File: config.mk
export PLATFORM = sky130hd
export DESIGN_NAME = ring_fifo_chain
export DESIGN_NICKNAME = d
export VERILOG_FILES = /design/src/rtl/chain_pkg.sv /design/src/rtl/seg_store.sv /design/src/rtl/chain_seg.sv /design/src/rtl/chain_merge.sv /design/src/rtl/ring_fifo_chain.sv
export SDC_FILE = /design/constraint.sdc
export NUM_CORES = 1
export LEC_CHECK = 0
export BUFFER_PORTS_ARGS = -buffer_cell sky130_fd_sc_hd__buf_2
export CELL_PAD_IN_SITES_DETAIL_PLACEMENT = 1
export CELL_PAD_IN_SITES_GLOBAL_PLACEMENT = 1
export CORE_MARGIN = 3
export CORE_UTILIZATION = 40
export DETAILED_ROUTE_END_ITERATION = 8
export PLACE_DENSITY_LB_ADDON = 0.1
export SYNTH_ARGS = -nofsm -noshare
export SYNTH_HDL_FRONTEND = slang
export SYNTH_SLANG_ARGS = --single-unit
export TNS_END_PERCENT = 5
File: constraint.sdc
create_clock -name clk -period 3.65 [get_ports clk]
set_clock_uncertainty 0.05 [all_clocks]
set_input_delay 0.365 -clock clk [delete_from_list [all_inputs] [get_ports clk]]
set_output_delay 0.365 -clock clk [all_outputs]
set_load 0.01 [all_outputs]
File: src/rtl/chain_pkg.sv
// Shared helpers for the token-ring FIFO chain.
// Assumes segment indices run 0..n-1 around the ring.
package chain_pkg;
    // Ring predecessor of a segment: the one whose token handoff it receives.
    function automatic int prev_seg(int idx, int n);
        return (idx == 0) ? (n - 1) : (idx - 1);
    endfunction
endpackage

File: src/rtl/seg_store.sv
// Storage array of one segment: one synchronous write port, one asynchronous read port.
// Assumes the caller never writes and reads the same slot in a way that relies on bypass.
module seg_store #(
    parameter int DEPTH = 16,
    parameter int WIDTH = 9,
    localparam int AW = (DEPTH > 1) ? $clog2(DEPTH) : 1
) (
    input  logic             clk,
    input  logic             we,
    input  logic [AW-1:0]    waddr,
    input  logic [WIDTH-1:0] wdata,
    input  logic [AW-1:0]    raddr,
    output logic [WIDTH-1:0] rdata
);
    logic [WIDTH-1:0] mem [DEPTH];

    // Store a word on an accepted write.
    always_ff @(posedge clk) begin
        if (we) mem[waddr] <= wdata;
    end

    assign rdata = mem[raddr];
endmodule

File: src/rtl/chain_seg.sv
// One FIFO segment of the ring. It writes only while it owns the write token and reads
// only while it owns the read token. It emits a same-cycle handoff pulse when it uses
// its last physical slot. Assumes the handoff inputs come from the ring predecessor.
module chain_seg #(
    parameter int DEPTH = 16,
    parameter int WIDTH = 9,
    localparam int AW = (DEPTH > 1) ? $clog2(DEPTH) : 1,
    localparam int CW = $clog2(DEPTH + 1)
) (
    input  logic             clk,
    input  logic             rst_n,
    input  logic             first_n,
    input  logic             wr_en,
    input  logic [WIDTH-1:0] wr_data,
    input  logic             rd_en,
    input  logic             wtok_in,
    input  logic             rtok_in,
    output logic             wtok_out,
    output logic             rtok_out,
    output logic             wtok_held,
    output logic             rtok_held,
    output logic             seg_empty,
    output logic             seg_full,
    output logic [WIDTH-1:0] seg_q
);
    logic [AW-1:0]    wptr, rptr;
    logic [CW-1:0]    fill;
    logic             wtok, rtok;
    logic             do_wr, do_rd, wlast, rlast, is_empty, is_full;
    logic [WIDTH-1:0] ram_q;

    assign is_empty = (fill == '0);
    assign is_full  = (fill == CW'(DEPTH));
    assign do_wr    = wtok & wr_en & ~is_full;
    assign do_rd    = rtok & rd_en & ~is_empty;
    assign wlast    = (wptr == AW'(DEPTH - 1));
    assign rlast    = (rptr == AW'(DEPTH - 1));
    assign wtok_out = do_wr & wlast;
    assign rtok_out = do_rd & rlast;

    // Token ownership: the strap chooses the owner at reset; handoffs move it around the ring.
    always_ff @(posedge clk) begin
        if (!rst_n) begin
            wtok <= ~first_n;
            rtok <= ~first_n;
        end else begin
            wtok <= (wtok & ~wtok_out) | wtok_in;
            rtok <= (rtok & ~rtok_out) | rtok_in;
        end
    end

    // Write pointer: advance on each stored word, wrap after the last slot.
    always_ff @(posedge clk) begin
        if (!rst_n)     wptr <= '0;
        else if (do_wr) wptr <= wlast ? '0 : wptr + AW'(1);
    end

    // Read pointer: advance on each removed word, wrap after the last slot.
    always_ff @(posedge clk) begin
        if (!rst_n)     rptr <= '0;
        else if (do_rd) rptr <= rlast ? '0 : rptr + AW'(1);
    end

    // Occupancy of this segment.
    always_ff @(posedge clk) begin
        if (!rst_n) fill <= '0;
        else begin
            case ({do_wr, do_rd})
                2'b10:   fill <= fill + CW'(1);
                2'b01:   fill <= fill - CW'(1);
                default: fill <= fill;
            endcase
        end
    end

    seg_store #(.DEPTH(DEPTH), .WIDTH(WIDTH)) store_i (
        .clk   (clk),
        .we    (do_wr),
        .waddr (wptr),
        .wdata (wr_data),
        .raddr (rptr),
        .rdata (ram_q)
    );

    assign wtok_held = wtok;
    assign rtok_held = rtok;
    assign seg_empty = rtok & is_empty;
    assign seg_full  = wtok & is_full;
    assign seg_q     = (rtok & ~is_empty) ? ram_q : '0;
endmodule

File: src/rtl/chain_merge.sv
// Merges per-segment outputs into chain outputs. Assumes every segment that does not own
// the relevant token drives zero on its flag and data outputs, so a plain OR selects the owner.
module chain_merge #(
    parameter int N     = 3,
    parameter int WIDTH = 9
) (
    input  logic [N-1:0]            seg_empty,
    input  logic [N-1:0]            seg_full,
    input  logic [N-1:0][WIDTH-1:0] seg_q,
    output logic                    empty,
    output logic                    full,
    output logic [WIDTH-1:0]        q
);
    // OR together the data of all segments; only the read owner is nonzero.
    always_comb begin
        q = '0;
        for (int i = 0; i < N; i++) q = q | seg_q[i];
    end

    assign empty = |seg_empty;
    assign full  = |seg_full;
endmodule

File: src/rtl/ring_fifo_chain.sv
// Deep FIFO made of NUM_SEG segments in a ring with separate write and read tokens.
// Segment FIRST_SEG is strapped as first. Assumes NUM_SEG >= 1, SEG_DEPTH >= 2.
module ring_fifo_chain #(
    parameter int NUM_SEG   = 3,
    parameter int SEG_DEPTH = 16,
    parameter int DATA_W    = 9,
    parameter int FIRST_SEG = 0
) (
    input  logic              clk,
    input  logic              rst_n,
    input  logic              wr_en,
    input  logic [DATA_W-1:0] wr_data,
    input  logic              rd_en,
    output logic [DATA_W-1:0] rd_data,
    output logic              empty,
    output logic              full
);
    logic [NUM_SEG-1:0]             wtok_pass, rtok_pass, wtok_vec, rtok_vec;
    logic [NUM_SEG-1:0]             seg_empty, seg_full;
    logic [NUM_SEG-1:0][DATA_W-1:0] seg_q;

    for (genvar g = 0; g < NUM_SEG; g++) begin : g_seg
        localparam int   PREV    = chain_pkg::prev_seg(g, NUM_SEG);
        localparam logic STRAP_N = (g == FIRST_SEG) ? 1'b0 : 1'b1;
        chain_seg #(.DEPTH(SEG_DEPTH), .WIDTH(DATA_W)) seg_i (
            .clk       (clk),
            .rst_n     (rst_n),
            .first_n   (STRAP_N),
            .wr_en     (wr_en),
            .wr_data   (wr_data),
            .rd_en     (rd_en),
            .wtok_in   (wtok_pass[PREV]),
            .rtok_in   (rtok_pass[PREV]),
            .wtok_out  (wtok_pass[g]),
            .rtok_out  (rtok_pass[g]),
            .wtok_held (wtok_vec[g]),
            .rtok_held (rtok_vec[g]),
            .seg_empty (seg_empty[g]),
            .seg_full  (seg_full[g]),
            .seg_q     (seg_q[g])
        );
    end

    chain_merge #(.N(NUM_SEG), .WIDTH(DATA_W)) merge_i (
        .seg_empty (seg_empty),
        .seg_full  (seg_full),
        .seg_q     (seg_q),
        .empty     (empty),
        .full      (full),
        .q         (rd_data)
    );
endmodule

== Yosys cells after proc, flatten, opt, wreduce, memory -nomap -nowiden ==
Memories as Yosys holds them, arrays and structs flattened. A register that Yosys moved wholly into a read port is not among the register bits.
Cells that the tools add are included.
Storage, ports and cells
  memories kept: 3
  bits in writable memories: 432
  register bits: 45
Memory list
  g_seg[0].seg_i.store_i.mem: words 16, bits a word 9, read ports 1, clocked after Yosys merged registers in 1, wr ports 1, RTL line seg_store.sv:15  | logic [WIDTH-1:0] mem [DEPTH];
  g_seg[1].seg_i.store_i.mem: words 16, bits a word 9, read ports 1, clocked after Yosys merged registers in 1, wr ports 1, RTL line seg_store.sv:15
  g_seg[2].seg_i.store_i.mem: words 16, bits a word 9, read ports 1, clocked after Yosys merged registers in 1, wr ports 1, RTL line seg_store.sv:15
Operators by class
  multiplexer cells: 24
  $add $sub $neg: 12
  reductions and logical operators: 8
  bitwise operators: 53
  equal/unequal tests: 15
Operators by type and width (number)
  two-way mux 4 bit: 12
  bitwise AND 1 bit: 33
  one-hot mux 5 bit (2 select lines): 3
  two-way mux 9 bit: 3
  adder 4 x 1 -> 4 bit (second input constant): 6
  == test 4 bit (second input constant): 6
  OR 9 bit: 2
  adder 5 x 1 -> 5 bit (second input constant): 3
  == test 5 bit (second input constant): 3
  zero test 5 bit: 3
  subtractor 5 x 1 -> 5 bit (second input constant): 3
  NOT 1 bit: 12
  == test 2 x 1 -> 1 bit (second input constant): 3
  == test 2 bit (second input constant): 3
  two-way mux 1 bit: 6
  OR 1 bit: 6
  nonzero test 2 bit: 3
  OR reduction 3 bit: 2

== Depth between registers and ports, before layout ==
Gate-level depths: netlist of run 1.
  word-level depth: 7
  gate-level depth with buffers: 14

== Cells and area by module ==
Synthesis of run 1 repeated with hierarchy kept, for this count alone.
Second synthesis, totals
  cell total of the unflattened synthesis: 1107
  area total of the unflattened synthesis: 19957.9 um^2
By module, submodules not included
  seg_store: area each 5600.4 um^2, instances 3, cells each 245
  chain_seg (g_seg[1].seg_i ...): area each 1023.5 um^2, instances 2, cells each 119
  chain_seg (g_seg[0].seg_i): area each 1033.5 um^2, instances 1, cells each 121
  chain_merge: area each 68.8 um^2, instances 1, cells each 11
  ring_fifo_chain: area each 7.5 um^2, instances 1, cells each 2

== Worst setup path after synthesis of run 1 ==
Ideal clock, no wire load.
  path type: flip-flop to flip-flop
  from: register g_seg[0].seg_i.fill[1]
  to: register g_seg[0].seg_i.fill[4]
  clock period less this slack: 2950 ps
  path slack: 700 ps
  cell stages (with the launch flop): 15
  arrival: 2829 ps
  data required time: 3530 ps
  cell sequence: dfxtp_1 buf_2 nor4_2 a21boi_0 nand2_1 inv_1 ha_1 clkbuf_1 xor2_1 ha_1 a21o_1 a22oi_1 o221a_2 or3_1 a21oi_1
On the way
  longest elaborated chain between the ends: 5
  elaborated cells on any way between the ends: 12
RTL lines
  start: declaration: RTL line chain_seg.sv:27  | logic [CW-1:0] fill;
  start signal: assignment: RTL line chain_seg.sv:69  | 2'b10: fill <= fill + CW'(1);
  start signal: assignment: RTL line chain_seg.sv:70  | 2'b01: fill <= fill - CW'(1);
  start signal: assignment: RTL line chain_seg.sv:71  | default: fill <= fill;
  == test 5 bit / zero test 5 bit (equally long branches): RTL line chain_seg.sv:33, chain_seg.sv:32
  NOT 1 bit (on tied branches): RTL line chain_seg.sv:34, chain_seg.sv:35
  bitwise AND 1 bit (on tied branches): RTL line chain_seg.sv:34, chain_seg.sv:35
  == test 2 x 1 -> 1 bit / == test 2 bit (equally long branches): RTL line chain_seg.sv:68  | case ({do_wr, do_rd})
  one-hot mux 5 bit (2 select lines) / nonzero test 2 bit (equally long branches)
Several ways; a longest one is shown, not always the timed one.
A chain may end at the register's enable or synchronous reset.

==> flow_summary.json, run 1 <==
{
  "status": "finished, final reports clean",
  "grt_max_degree": 57,
  "rsz0062_at_grt": "false",
  "critPathMaxFanout": 24,
  "worstSkewPairLatency_ps": 610,
  "cts_tree": "yes",
  "dp.cells": 1895,
  "final_cell_count_no_fill": 1995,
  "hold_viol_final": 0,
  "cap_violations": 0,
  "grt_pass1_wl_um": 73200,
  "synth_top_area_share_pct": 65.1,
  "min-delay-path-class": "input port to flop",
  "netlist_top_cells_area": "edfxtp_1, mux2i_1, dfxtp_1, mux4_2, a22oi_1",
  "port_buffers": 23,
  "syn_avg_cell_area_um2": 16.1,
  "area_growth_pct": 13.7,
  "synth.largest_area_cell": "edfxtp_1",
  "cp-end-kind": "primary output",
  "syn_nets": 1271,
  "synth_seq_cells": 489,
  "ioPinCount": 24,
  "leakage_uw": 0.00713,
  "ir_drop_mv": 0.434,
  "wire_per_inst_um": 24.4,
  "min_period_over_period_pct": 96.0,
  "synthArstFlopShare_pct": 0,
  "critPathRequiredTime_ps": 3230,
  "grt_usage_pct": 18.7,
  "hold_depth": 3,
  "worstPathArrival_ps": 3090,
  "ys_warn_count": 0,
  "initial_core_util_pct": 40.7,
  "syn-cell-area_mm2": 0.0199,
  "die_w_um": 229,
  "initialDrtViolationCount": 643,
  "grt.overflow.total": 0,
  "post_synth_inst_count": 1235,
  "synth_common_cells": "edfxtp_1, mux2i_1, a22oi_1",
  "synth_edf_count": 432,
  "cts.path.max_buffers": 3,
  "worstRegToRegCells": 10,
  "num_vias": 10733,
  "final_antenna_net_count": 0,
  "critPathKind": "flop to primary output",
  "antenna_found_initial": 1,
  "grt_pass1_vias": 11212,
  "synth.distinct_cells": 60,
  "power_uw": 13000,
  "dieArea_mm2": 0.0526,
  "yosysSeqAreaShare_pct": 70.8,
  "hold_slack_ps": 134,
  "finalSetupTns_ps": 0,
  "drt-vias-per-instance": 5.38,
  "drv_slew": 0,
  "rows": 81,
  "start_kind": "flop",
  "clkTransAtPathRegs_ps": 60,
  "routabilityCongestion": 0.759,
  "core_area_mm2": 0.0491,
  "cellPowerDensity_mw_per_mm2": 575,
  "cts_buffers": 53,
  "routed_wl_um": 48800,
  "clockRootBuffer": "clkbuf_16",
  "die_y_um": 229,
  "ys.flop_type": "edfxtp_1",
  "h-tree-depth": 2,
  "slew_headroom_pct": 22.4,
  "dp_hpwl_um": 30600,
  "drc": 0,
  "yosysMostFrequentCell": "edfxtp_1",
  "cts_num_sinks": 489,
  "dr.pass1.iters": 5,
  "setup_viol": 0,
  "drive_gt1_share_pct": 15.3,
  "nets": 1322,
  "max_freq_ghz": 0.285,
  "worstMarginPinSlew_ps": 1160,
  "period_needed_ps": 3500
}
flip-flops by register name (all words and copies together) (netlist names), named ones only:
register                 flops
g_seg.seg_i.store_i.mem    432
g_seg.seg_i.fill            15
g_seg.seg_i.rtok_held        3
g_seg.seg_i.rptr            12
g_seg.seg_i.wptr            12
g_seg.seg_i.wtok_held        3
layout by cell type, fill, tap and decap left out, types with 5 or more instances in the layout:
cell type and instances:
nor2b_1 9, a31oi_1 12, mux2i_1 159, and2_1 33
clkbuf_1 11, mux4_2 36, clkinv_2 11, clkinv_1 9
mux2_2 8, xnor2_1 7, a22oi_1 67, nor3_1 10
a21o_1 6, and3_1 14, or3_1 9, clkbuf_16 54
o21ai_0 14, dfxtp_1 53, nor2_1 50, buf_4 35
inv_1 16, xor2_1 15, edfxtp_1 432, nand3_1 24
nor4_1 5, o211ai_1 7, a22o_1 6, ha_1 23
nand2b_1 6, a21oi_1 33, nand4_1 14, buf_2 23
nand2_1 50
where the power goes:
part	total [uW]	switching (uW)	internal, uW
Sequential	6250	70.7	6180
Combinational	1470	925	542
Clock	5330	2250	3090
Total	13000	3240	9810
cell families after synthesis:
kind of cell / share of synthesized area [%]
flip-flops: 70.8
AND/OR/NAND/NOR: 6.38
multiplexers: 12.6
AO/OA/AOI/OAI: 6.03
buffers and inverters: 1.79
adder cells (fa/ha/maj): 1.44
XOR/XNOR: 0.966
final timing paths:
kind                                            start                                  end  slack, ps
setup / recovery                                 flop                           rd_data[2]        150
setup reg to reg  g_seg[2].seg_i.fill[2]$_SDFFE_PN0P_  g_seg[2].seg_i.fill[4]$_SDFFE_PN0P_        320
hold reg to reg   g_seg[1].seg_i.wtok_held$_SDFF_PN0_  g_seg[1].seg_i.wtok_held$_SDFF_PN0_        440
hold / removal                                  rst_n  g_seg[2].seg_i.fill[4]$_SDFFE_PN0P_        130
worst max-delay path: stages (launching register included):
cell,delay (ps)
dfxtp_1,360
buf_12,220
mux4_2,540
mux2_2,280
o211ai_1,630
nand4_1,230
buf_2,210
final cells by class:
| cell class | count | area (um^2) |
|---|---|---|
| inverter | 17 | 63.8 |
| timing repair buffer | 62 | 458 |
| tap | 664 | 831 |
| clock inverter | 30 | 275 |
| fill | 4803 | 26400 |
| antenna | 1 | 2.50 |
| sequential | 489 | 14100 |
| multi-input combinational | 663 | 5480 |
| clock buffer | 69 | 1450 |
repair_timing:
item | CTS | global route
setup buffers | 0 | 0
endpoints found under the setup margin | 2 | 1
gates cloned | 0 | 0
gates resized for setup | 1 | 1
hold buffers | 0 | 0
metrics by stage:
stage	util, %	setup slack (ps)	instance area (um^2)
2_1_floorplan	-	700	19900
3_3_place_gp	42.7	318	20900
3_5_place_dp	42.7	258	20900
4_1_cts	46.2	111	22700
5_1_grt	46.2	48.8	22700
6_report	46.2	147	22700
routing by layer:
metal,vias to the layer above,share of wire [%],GRT usage [%]
met1,5561,46,25.7
li1,4965,-,-
met2,152,48,31.0
met4,0,1.7,3.98
met5,-,0,0
met3,55,4.1,3.71
(Power assumes the default switching activity.)
==> inputs of run 2 (changes only) <==
==> constraint.sdc (replaced) <==
create_clock -name clk -period 3 [get_ports clk]
set_clock_uncertainty 0.05 [all_clocks]
set_input_delay 0.3 -clock clk [delete_from_list [all_inputs] [get_ports clk]]
set_output_delay 0.3 -clock clk [all_outputs]
set_load 0.01 [all_outputs]
==> flow_summary.json, run 2 (same netlist as run 1, synthesis figures left out) <==
{
  "routed_wl_um": 48200,
  "port_buffers": 23,
  "rows": 81,
  "cp-end-kind": "primary output",
  "layout_common_cells": "edfxtp_1, mux2i_1, a22oi_1",
  "critPathMaxFanout": 6,
  "drive_gt1_share_pct": 18.8,
  "worstSkewPairLatency_ps": 590,
  "fillers": 4740,
  "worstMarginPinSlew_ps": 1160,
  "drv_slew": 0,
  "status": "finished, final reports clean",
  "clockRootBuffer": "clkbuf_16",
  "min_period_over_period_pct": 99.0,
  "grt_pass1_vias": 11555,
  "power.internal_uw": 11900,
  "initial_core_util_pct": 40.7,
  "slew_headroom_pct": 22.7,
  "power_switching_uw": 3950,
  "highest_layer": "met4",
  "cap_violations": 0,
  "period_needed_ps": 2970,
  "routabilityCongestion": 0.784,
  "dr_wl_met3_um": 1680,
  "cts_num_sinks": 489,
  "dp_hpwl_um": 30800,
  "drc": 0,
  "setup_viol": 0,
  "p_clk_share_pct": 38.1,
  "ir_drop_mv": 0.395,
  "cts.path.max_buffers": 3,
  "utilization_pct": 47.2,
  "dr.pass1.iters": 5,
  "dieArea_mm2": 0.0526,
  "switching_share_pct": 24.9,
  "clkTransAtPathRegs_ps": 60,
  "finalSetupTns_ps": 0,
  "initialDrtViolationCount": 672,
  "cellPowerDensity_mw_per_mm2": 684,
  "h-tree-depth": 2,
  "path_buf_inv": 3,
  "hold_viol_final": 0,
  "worstPathArrival_ps": 2620,
  "slowest_delay_ps": 510,
  "start_kind": "flop",
  "leakage_uw": 0.00729,
  "p_seq_share_pct": 48.3,
  "die_y_um": 229,
  "final_common_cell": "edfxtp_1",
  "ioPinCount": 24,
  "core_area_mm2": 0.0491,
  "min-delay-path-class": "input port to flop",
  "area_growth_pct": 16.0,
  "combPwrFrac_pct": 13.7,
  "nets": 1350,
  "dp_slack_ps": 148,
  "cp_slowest_cell": "mux4_2",
  "critPathKind": "flop to primary output",
  "final_antenna_net_count": 0,
  "critPathRequiredTime_ps": 2650,
  "largest_reg_flops": 432,
  "max_freq_ghz": 0.337,
  "grt_max_degree": 53,
  "postCtsHoldBufs": 0,
  "cts_buffers": 52,
  "wire_per_inst_um": 23.9,
  "rsz0062_at_grt": "true",
  "drt-vias-per-instance": 5.35,
  "setup_ws_ps": 30.9,
  "crit_chain": "buf_12 > mux4_2 > mux2_4 > o211ai_1 > buf_4 > nand4_1 > buf_2",
  "largest_register": "g_seg.seg_i.store_i.mem",
  "num_vias": 10805,
  "wl_met1_um": 21800,
  "wl_met2_um": 23800,
  "grt.overflow.total": 0,
  "reg_top3": "g_seg.seg_i.store_i.mem: 432 flops, g_seg.seg_i.fill: 15 flops",
  "hold_slack_ps": 144,
  "grt_usage_pct": 18.4,
  "die_w_um": 229,
  "crit_family": "multiplexers",
  "grt_pass1_wl_um": 72900,
  "antenna_found_initial": 2,
  "cts_tree": "yes"
}
[run 2: changes by cell type in the layout (fill, tap and decap cells not counted), moves of 4 or more]
cell      delta
a21oi_1      -4
a21oi_2      +4
a31oi_1      -9
a31oi_4      +6
buf_4       +20
buf_6        +4
clkinv_1     +7
dfxtp_1      -7
dfxtp_2      +5
nor4_4       +4
[run 2: path summary, 6_finish.rpt]
kind / startpoint / endpoint / slack (ps) / depth (start not counted)
worst min register to register: g_seg[0].seg_i.wtok_held$_SDFF_PN1_ / g_seg[0].seg_i.wtok_held$_SDFF_PN1_ / 440 / 1
worst min-delay path: rd_en / flop / 140 / 4
worst max-delay path: flop / rd_data[2] / 30 / 7
worst max register to register: g_seg[1].seg_i.fill[4]$_SDFFE_PN0P_ / g_seg[1].seg_i.fill[4]$_SDFFE_PN0P_ / 160 / 9
[run 2: metal layers]
metal  global-route usage, %  up-vias
met5                       0        -
met4                    4.12        0
met3                    3.12       63
met2                    31.1      154
met1                    25.0     5571
li1                        -     5017
[run 2: through the flow]
| stage | std cells | area, um^2 | total power, uW |
|---|---|---|---|
| 4_1_cts | 2018 | 23000 | 15900 |
| 5_1_grt | 2020 | 23100 | 16500 |
| 3_3_place_gp | 1921 | 21200 | 9650 |
| 2_1_floorplan | 1235 | 19900 | 8710 |
| 6_report | 2021 | 23100 | 15800 |
| 3_5_place_dp | 1921 | 21200 | 9690 |
[run 2: power by group through the flow]
stage / registers, uW / clock network, uW / logic (uW)
after floorplan: 7710 / 0 / 998
final: 7640 / 6020 / 2160
after CTS: 7620 / 6170 / 2120
after global placement: 7740 / 0 / 1910
after detailed placement: 7750 / 0 / 1940
after global routing: 7650 / 6450 / 2350
[run 2: cell type report]
cell class / instances / area (um^2) / share of cell area, %
repair buffers: 91 / 761 / 3.29
clock buffers: 70 / 1440 / 6.23
multi-input cells: 663 / 5750 / 24.9
well taps: 664 / 831 / 3.59
diodes: 1 / 2.50 / 0.0108
inverters: 17 / 63.8 / 0.276
clock inverters: 26 / 148 / 0.638
flip-flops and latches: 489 / 14100 / 61.1
[run 2: worst reg2reg max path, delay by kind of cell (launching register included)]
family                     cells  cell delay (ps)
xor gates and xnor gates       1              200
AOI/OAI and AO/OA              4              970
and+or+nand+nor                1              190
buffers and inverters          1              140
DFF                            1              550
adders and majority gates      2              630
[run 2: repair_timing]
item / 4_1_cts / 5_1_grt
cloned: 1 / 1
endpoints found under the setup margin: 9 / 13
pin swaps: 0 / 3
buffers inserted: 0 / 1
resized for setup: 37 / 27
